[src/rtl/miss_pkg.sv]
package miss_pkg;
  parameter int ORD_W  = 8;
  parameter int TIME_W = 16;

  typedef enum logic [1:0] {
    SRC_CPU   = 2'b00,
    SRC_SNOOP = 2'b01,
    SRC_PF    = 2'b10
  } srcKind_e;

  typedef struct packed {
    srcKind_e            src;
    logic [ORD_W-1:0]    order;
    logic [TIME_W-1:0]   readyAt;
    logic                pending;
  } target_t;

  // strobes from control to datapath; index 0 = primary, 1 = deferred
  typedef struct packed {
    logic       clear;
    logic [1:0] push;
    logic [1:0] pop;
    logic       exclIn;
    target_t    tgt;
  } pathCmd_t;
endpackage

[src/rtl/miss_tq.sv]
module miss_tq
  import miss_pkg::*;
#(
  parameter int DEPTH = 4,
  localparam int PTR_W = (DEPTH > 1) ? $clog2(DEPTH) : 1,
  localparam int CW = $clog2(DEPTH + 1)
) (
  input  logic          clk,
  input  logic          rstN,
  input  logic          clear,
  input  logic          push,
  input  logic          pop,
  input  logic          exclIn,
  input  target_t       din,
  output target_t       head,
  output logic [CW-1:0] count,
  output logic          full,
  output logic          empty,
  output logic          needsExcl
);
  target_t    mem [DEPTH];
  logic [PTR_W-1:0] wrPtr, rdPtr;
  logic       doPop;

  assign full  = (count == CW'(DEPTH));
  assign empty = (count == '0);
  assign doPop = pop && !empty;
  assign head  = mem[rdPtr];

  always_ff @(posedge clk or negedge rstN) begin
    if (!rstN) begin
      wrPtr     <= '0;
      rdPtr     <= '0;
      count     <= '0;
      needsExcl <= 1'b0;
    end else if (clear) begin
      rdPtr     <= '0;
      wrPtr     <= push ? PTR_W'(1) : '0;
      count     <= push ? CW'(1) : '0;
      needsExcl <= push && exclIn;
    end else begin
      if (push) wrPtr <= (wrPtr == PTR_W'(DEPTH - 1)) ? '0 : wrPtr + 1'b1;
      if (doPop) rdPtr <= (rdPtr == PTR_W'(DEPTH - 1)) ? '0 : rdPtr + 1'b1;
      if (push && !doPop) count <= count + 1'b1;
      else if (!push && doPop) count <= count - 1'b1;
      if (push && exclIn) needsExcl <= 1'b1;
    end
  end

  always_ff @(posedge clk) begin
    if (push) mem[clear ? '0 : wrPtr] <= din;
  end

  AST_NO_OVERFLOW: assert property (@(posedge clk) disable iff (!rstN)
    (push && !clear) |-> !full);
  AST_SNOOP_NO_EXCL: assert property (@(posedge clk) disable iff (!rstN)
    (push && din.src == SRC_SNOOP) |-> !exclIn);
endmodule

[src/rtl/miss_path.sv]
module miss_path
  import miss_pkg::*;
#(
  parameter int DEPTH = 4,
  localparam int CW = $clog2(DEPTH + 1)
) (
  input  logic          clk,
  input  logic          rstN,
  input  pathCmd_t      cmd,
  output target_t       priHead,
  output target_t       defHead,
  output logic [CW-1:0] priCnt,
  output logic [CW-1:0] defCnt,
  output logic          priFull,
  output logic          defFull,
  output logic          defEmpty,
  output logic          priExclOut,
  output logic          defExclOut
);
  target_t       heads [2];
  logic [CW-1:0] cnts  [2];
  logic [1:0]    fulls, empties, excls;

  for (genvar g = 0; g < 2; g++) begin : g_list
    miss_tq #(.DEPTH(DEPTH)) i_tq (
      .clk       (clk),
      .rstN      (rstN),
      .clear     (cmd.clear),
      .push      (cmd.push[g]),
      .pop       (cmd.pop[g]),
      .exclIn    (cmd.exclIn && (cmd.tgt.src != SRC_SNOOP)),
      .din       (cmd.tgt),
      .head      (heads[g]),
      .count     (cnts[g]),
      .full      (fulls[g]),
      .empty     (empties[g]),
      .needsExcl (excls[g])
    );
  end

  assign priHead    = heads[0];
  assign defHead    = heads[1];
  assign priCnt     = cnts[0];
  assign defCnt     = cnts[1];
  assign priFull    = fulls[0];
  assign defFull    = fulls[1];
  assign defEmpty   = empties[1];
  assign priExclOut = excls[0];
  assign defExclOut = excls[1];

  logic unusedEmpty;
  assign unusedEmpty = empties[0];

  AST_ONE_QUEUE: assert property (@(posedge clk) disable iff (!rstN)
    !(cmd.push[0] && cmd.push[1]));
endmodule

[src/rtl/miss_ctrl.sv]
module miss_ctrl
  import miss_pkg::*;
#(
  parameter int ADDR_W = 32,
  parameter int CNT_W  = 8
) (
  input  logic              clk,
  input  logic              rstN,
  input  logic              allocValid,
  input  logic [ADDR_W-1:0] allocAddr,
  input  logic              allocPrefetch,
  input  logic              allocExcl,
  input  logic              allocFwdNoResp,
  input  logic [ORD_W-1:0]  allocOrder,
  input  logic [TIME_W-1:0] allocTime,
  input  logic              reqValid,
  input  logic              reqPrefetch,
  input  logic              reqExcl,
  input  logic [ORD_W-1:0]  reqOrder,
  input  logic [TIME_W-1:0] reqTime,
  output logic              reqReady,
  input  logic              snpValid,
  input  logic              snpInval,
  input  logic              snpShared,
  input  logic [ORD_W-1:0]  snpOrder,
  input  logic [TIME_W-1:0] snpTime,
  output logic              snpReady,
  input  logic              markSvc,
  input  logic              markDownPend,
  input  logic              dealloc,
  input  logic              priPop,
  input  logic              defPop,
  input  logic              priFull,
  input  logic              defFull,
  input  logic              defEmpty,
  input  logic              priExcl,
  output pathCmd_t          cmd,
  output logic              busy,
  output logic              inService,
  output logic [ADDR_W-1:0] blockAddr,
  output logic              pendInval,
  output logic              pendShared,
  output logic              downPend,
  output logic              fwdOnly,
  output logic [CNT_W-1:0]  tgtCount
);
  logic release_, allocGo, toDef, selFull, snpGo, reqGo, svcGo;

  assign release_ = busy && (dealloc || (markSvc && fwdOnly && !inService));
  assign allocGo  = allocValid && !busy;
  assign svcGo    = markSvc && busy && !inService && !release_;
  assign toDef    = inService && (!defEmpty || pendInval || (!priExcl && reqExcl));
  assign selFull  = toDef ? defFull : priFull;
  assign snpReady = busy && !release_ && !priFull;
  assign snpGo    = snpValid && snpReady;
  assign reqReady = busy && !release_ && !snpValid && !reqPrefetch && !selFull;
  assign reqGo    = reqValid && reqReady;

  always_comb begin
    cmd         = '0;
    cmd.clear   = allocGo || release_;
    cmd.push[0] = allocGo || snpGo || (reqGo && !toDef);
    cmd.push[1] = reqGo && toDef;
    cmd.pop     = {defPop, priPop};
    if (allocGo) begin
      cmd.tgt.src     = allocPrefetch ? SRC_PF : SRC_CPU;
      cmd.tgt.order   = allocOrder;
      cmd.tgt.readyAt = allocTime;
      cmd.tgt.pending = 1'b1;
      cmd.exclIn      = allocExcl;
    end else if (snpGo) begin
      cmd.tgt.src     = SRC_SNOOP;
      cmd.tgt.order   = snpOrder;
      cmd.tgt.readyAt = snpTime;
      cmd.tgt.pending = downPend && priExcl;
      cmd.exclIn      = 1'b0;
    end else begin
      cmd.tgt.src     = SRC_CPU;
      cmd.tgt.order   = reqOrder;
      cmd.tgt.readyAt = reqTime;
      cmd.tgt.pending = toDef || !inService;
      cmd.exclIn      = reqExcl;
    end
  end

  always_ff @(posedge clk or negedge rstN) begin
    if (!rstN) begin
      busy       <= 1'b0;
      inService  <= 1'b0;
      blockAddr  <= '0;
      pendInval  <= 1'b0;
      pendShared <= 1'b0;
      downPend   <= 1'b0;
      fwdOnly    <= 1'b0;
      tgtCount   <= '0;
    end else if (release_) begin
      busy       <= 1'b0;
      inService  <= 1'b0;
      pendInval  <= 1'b0;
      pendShared <= 1'b0;
      downPend   <= 1'b0;
      fwdOnly    <= 1'b0;
      tgtCount   <= '0;
    end else if (allocGo) begin
      busy       <= 1'b1;
      inService  <= 1'b0;
      blockAddr  <= allocAddr;
      pendInval  <= 1'b0;
      pendShared <= 1'b0;
      downPend   <= 1'b0;
      fwdOnly    <= allocFwdNoResp;
      tgtCount   <= CNT_W'(1);
    end else begin
      if (svcGo) begin
        inService <= 1'b1;
        downPend  <= markDownPend;
      end
      if (snpGo && inService) begin
        if (snpInval)  pendInval  <= 1'b1;
        if (snpShared) pendShared <= 1'b1;
      end
      if (snpGo || reqGo) tgtCount <= tgtCount + 1'b1;
    end
  end

  AST_NO_PF_MERGE: assert property (@(posedge clk) disable iff (!rstN)
    (busy && reqValid) |-> !reqPrefetch);
  AST_SVC_ONCE: assert property (@(posedge clk) disable iff (!rstN)
    (busy && markSvc) |-> !inService);
  AST_FWD_SINGLE: assert property (@(posedge clk) disable iff (!rstN)
    (busy && markSvc && fwdOnly) |-> (tgtCount == CNT_W'(1)));
  AST_ALLOC_IDLE: assert property (@(posedge clk) disable iff (!rstN)
    allocValid |-> !busy);
  AST_CNT_STEP: assert property (@(posedge clk) disable iff (!rstN)
    (cmd.push != 2'b00 && !cmd.clear) |=> (tgtCount == CNT_W'($past(tgtCount) + 1'b1)));
endmodule

[src/rtl/miss_track_entry.sv]
module miss_track_entry
  import miss_pkg::*;
#(
  parameter int ADDR_W = 32,
  parameter int DEPTH  = 4,
  parameter int CNT_W  = 8,
  localparam int CW = $clog2(DEPTH + 1)
) (
  input  logic              clk,
  input  logic              rstN,
  input  logic              allocValid,
  input  logic [ADDR_W-1:0] allocAddr,
  input  logic              allocPrefetch,
  input  logic              allocExcl,
  input  logic              allocFwdNoResp,
  input  logic [ORD_W-1:0]  allocOrder,
  input  logic [TIME_W-1:0] allocTime,
  input  logic              reqValid,
  input  logic              reqPrefetch,
  input  logic              reqExcl,
  input  logic [ORD_W-1:0]  reqOrder,
  input  logic [TIME_W-1:0] reqTime,
  output logic              reqReady,
  input  logic              snpValid,
  input  logic              snpInval,
  input  logic              snpShared,
  input  logic [ORD_W-1:0]  snpOrder,
  input  logic [TIME_W-1:0] snpTime,
  output logic              snpReady,
  input  logic              markSvc,
  input  logic              markDownPend,
  input  logic              dealloc,
  input  logic              priPop,
  input  logic              defPop,
  output logic              busy,
  output logic              inService,
  output logic [ADDR_W-1:0] blockAddr,
  output logic              pendInval,
  output logic              pendShared,
  output logic              downPend,
  output logic              fwdOnly,
  output logic [CNT_W-1:0]  tgtCount,
  output logic [CW-1:0]     priCount,
  output logic [CW-1:0]     defCount,
  output logic              priExcl,
  output logic              defExcl,
  output logic [1:0]        priSrc,
  output logic [ORD_W-1:0]  priOrder,
  output logic [TIME_W-1:0] priTime,
  output logic              priPending,
  output logic [1:0]        defSrc,
  output logic [ORD_W-1:0]  defOrder,
  output logic [TIME_W-1:0] defTime,
  output logic              defPending
);
  pathCmd_t cmd;
  target_t  priHead, defHead;
  logic     priFull, defFull, defEmpty;

  miss_ctrl #(.ADDR_W(ADDR_W), .CNT_W(CNT_W)) i_ctrl (
    .clk(clk), .rstN(rstN),
    .allocValid(allocValid), .allocAddr(allocAddr), .allocPrefetch(allocPrefetch),
    .allocExcl(allocExcl), .allocFwdNoResp(allocFwdNoResp),
    .allocOrder(allocOrder), .allocTime(allocTime),
    .reqValid(reqValid), .reqPrefetch(reqPrefetch), .reqExcl(reqExcl),
    .reqOrder(reqOrder), .reqTime(reqTime), .reqReady(reqReady),
    .snpValid(snpValid), .snpInval(snpInval), .snpShared(snpShared),
    .snpOrder(snpOrder), .snpTime(snpTime), .snpReady(snpReady),
    .markSvc(markSvc), .markDownPend(markDownPend), .dealloc(dealloc),
    .priPop(priPop), .defPop(defPop),
    .priFull(priFull), .defFull(defFull), .defEmpty(defEmpty), .priExcl(priExcl),
    .cmd(cmd), .busy(busy), .inService(inService), .blockAddr(blockAddr),
    .pendInval(pendInval), .pendShared(pendShared), .downPend(downPend),
    .fwdOnly(fwdOnly), .tgtCount(tgtCount)
  );

  miss_path #(.DEPTH(DEPTH)) i_path (
    .clk(clk), .rstN(rstN), .cmd(cmd),
    .priHead(priHead), .defHead(defHead),
    .priCnt(priCount), .defCnt(defCount),
    .priFull(priFull), .defFull(defFull), .defEmpty(defEmpty),
    .priExclOut(priExcl), .defExclOut(defExcl)
  );

  assign priSrc     = priHead.src;
  assign priOrder   = priHead.order;
  assign priTime    = priHead.readyAt;
  assign priPending = priHead.pending;
  assign defSrc     = defHead.src;
  assign defOrder   = defHead.order;
  assign defTime    = defHead.readyAt;
  assign defPending = defHead.pending;
endmodule

[config.mk]
export PLATFORM = sky130hd
export DESIGN_NAME = miss_track_entry
export DESIGN_NICKNAME = d
export VERILOG_FILES = /design/src/rtl/miss_pkg.sv /design/src/rtl/miss_tq.sv /design/src/rtl/miss_path.sv /design/src/rtl/miss_ctrl.sv /design/src/rtl/miss_track_entry.sv
export SDC_FILE = /design/constraint.sdc
export NUM_CORES = 1
export LEC_CHECK = 0
export ABC_AREA = 1
export CAP_MARGIN = 25
export CORE_ASPECT_RATIO = 1.4
export CORE_MARGIN = 3
export CORE_UTILIZATION = 55
export DETAILED_ROUTE_END_ITERATION = 7
export PLACE_DENSITY = 0.94
export SLEW_MARGIN = 20
export SYNTH_ARGS = -nofsm -noshare
export SYNTH_HDL_FRONTEND = slang
export SYNTH_SLANG_ARGS = --single-unit
[constraint.sdc]
create_clock -name clk -period 7.2 [get_ports clk]
set_input_delay 1.08 -clock clk [delete_from_list [all_inputs] [get_ports clk]]
set_output_delay 1.08 -clock clk [all_outputs]
set_load 0.03 [all_outputs]
==> metrics.yaml <==
status:
  status: "completed"
power_and_ir_drop:
  leakage_nw: 5.58
  ir_worst_vdd_v: 0.000260
  finalPower_mw: 5.58
  powerDensity_nw_per_um2: 377
worst_setup_path:
  critPathKind: "flop to output pin"
  required_ns: 6.12
  cp.arrival_ns: 4.05
  startpoint_type: "flop"
  path_buf_inv: 3
  crit_start: "i_path.g_list[1].i_tq.rdPtr[0]"
  reg2reg_to: "i_path.g_list[1].i_tq.mem[2][26]"
  cp_max_fo: 57
  crit_chain: "clkinv_1, buf_4, o21ai_0, o22ai_1, clkdlybuf4s50_1"
  rr_startpoint: "i_ctrl.busy"
  crit_cells: 5
  critPathSlowestCell: "dfrtp_2"
  r2r_slack_ns: 3.85
  slowest_delay_ns: 1.05
  crit_family: "buffers and inverters"
  crit_path_end_kind: "output pin"
  rr_worst_depth: 7
global_routing:
  grt_usage: 0.261
  grt_pass1_wl_mm: 45.3
  grt_max_degree: 63
  overflow: 0
  antenna_found_initial: 0
  first_global_vias: 8696
logic_synthesis:
  ys.flop_type: "edfxtp_1"
  syn_area_um2: 11400
  synth_edf_count: 216
  synth_seq_area_share: 0.706
  post_synth_num_cell_types: 42
  synth.avg_cell_area_um2: 11.5
  ys_ff_latch: 278
  synthArstFlopShare: 0.223
  syn_nets: 1115
  yosysWarnings: 0
  synth_cells: 986
sta:
  tightest_slew_ns: 1.09
  fin_ws_ns: 2.07
  maxSlewViolCount: 0
  timing.setup.tns_ns: 0
  hold_viol_final: 0
  fin_crit_sh: 0.712
  rsz0062_at_grt: "false"
  fin_crit_ns: 5.13
  slew-limit-headroom: 0.276
  skew_ns: 0.0197
  fmax_ghz: 0.195
  setup_viol: 0
clock_tree:
  root_buffer: "clkbuf_16"
  cts_tree: "done"
  worstSkewPairLatency_ns: 0.53
  cts_sinks: 278
  clk_path_buf_depth: 3
  cts_hold_repair.buffers: 0
  post-cts-setup-buffers: 0
  cts_inserted_buffers: 25
  htree_levels: 1
  path_clk_slew_ns: 0.07
  cts_resized: 0
route:
  ant_nets: 0
  drc: 0
  first_pass_iters: 7
  drt-wirelength-per-cell_um: 20.2
  wirelength_mm: 29.9
  vias: 8554
  drt_iter0_drc: 623
  via_per_inst: 5.79
floorplan:
  row_count: 61
  fp.dieW_um: 128
  start_util: 0.567
  core_um2: 20100
  die_area_um2: 22500
  boundaryPins: 231
  die_h_um: 176
finish:
  area_delta_synth_final_pct: 30.2
  finalNetCount: 1336
  final_cell_area_um2: 14800
  final_cell_mix: "229 x clkdlybuf4s50_1, 216 x edfxtp_1, 207 x nand2_1"
  drive_gt1_frac: 0.0718
  layout.cells.most_common: "clkdlybuf4s50_1"
  n_antenna_cell: 0
placement:
  gp_congestion: 0.860
  dpl_cell_area_um2: 13900
  portBuffers: 230
  preCtsSetupSlack_ns: 2.84
  dp_hpwl_mm: 18.6
worst_hold_path:
  hold_start: "i_ctrl.blockAddr[27]"
  worstHoldPathCells: 2
  hold_path_end: "i_ctrl.blockAddr[27]"
  hold_path_class: "flop to flop"
flow_run:
  max_cap_violations: 0
-- logic make-up after synthesis --
logic type,Yosys count,synth area share
compound gates,203,0.0982
buf+inv,93,0.0330
xor+xnor,4,0.00308
simple gates,400,0.150
fa+ha+maj,8,0.0101
flops,278,0.706
-- synthesized netlist by cell type (7+ instances only) --
library cell | count | area share
o21ai_0 | 123 | 0.054
nand2_1 | 207 | 0.068
a21oi_1 | 14 | 0.0062
nand3_1 | 32 | 0.014
dfrtp_1 | 62 | 0.14
nor3_1 | 8 | 0.0035
o22ai_1 | 54 | 0.030
nor2_1 | 129 | 0.043
edfxtp_1 | 216 | 0.57
clkbuf_1 | 33 | 0.011
inv_1 | 37 | 0.012
buf_1 | 7 | 0.0023
-- cell type report --
type	instances	area (um^2)
clock buffer	28	637
clock inverter	18	233
fill	1212	5260
inverter	44	173
multi-input combinational	615	3030
sequential	278	8040
tap	252	315
timing repair buffer	243	2390
-- power breakdown --
group | switching [mW] | total, mW | internal [mW]
logic | 1.29 | 2.02 | 0.731
clock network | 0.570 | 1.39 | 0.823
registers | 0.203 | 2.17 | 1.96
-- metal layers --
layer  wire (um)  track usage
met1       10500        0.303
met2       16000        0.480
met3        2460       0.0457
met4         953       0.0965
met5           0            0
-- state kept, by name (all words and copies together) (netlist names) --
name,cells
i_ctrl.busy,1
i_path.g_list.i_tq.needsExcl,2
i_path.g_list.i_tq.mem,216
i_ctrl.pendShared,1
i_ctrl.inService,1
i_ctrl.downPend,1
i_ctrl.blockAddr,32
i_path.g_list.i_tq.wrPtr,4
i_ctrl.tgtCount,8
i_path.g_list.i_tq.rdPtr,4
i_ctrl.pendInval,1
i_ctrl.fwdOnly,1
i_path.g_list.i_tq.count,6
-- worst min-delay path: stages, from the launching register on --
cell,delay [ns]
dfrtp_1,0.34
nand2_1,0.05
nand2_1,0.05
-- how the worst max path moves through the flow --
stage	endpoint	slack [ns]
6_report	defOrder[7]	2.07
3_3_place_gp	i_path.g_list[1].i_tq.mem[2][8]	3.00
2_1_floorplan	i_path.g_list[0].i_tq.mem[1][0]	2.21
3_5_place_dp	priTime[2]	2.84
5_1_grt	priTime[11]	1.97
4_1_cts	priTime[11]	2.20
-- through the flow --
stage	util	hold WS, ns	instances
final	0.738	0.481	1478
after global routing	0.738	0.502	1478
after CTS	0.738	0.482	1478
after detailed placement	0.695	0.464	1432
after global placement	0.695	0.461	1432
after floorplan	-	0.532	986
Power figures use the tool's default switching activity.
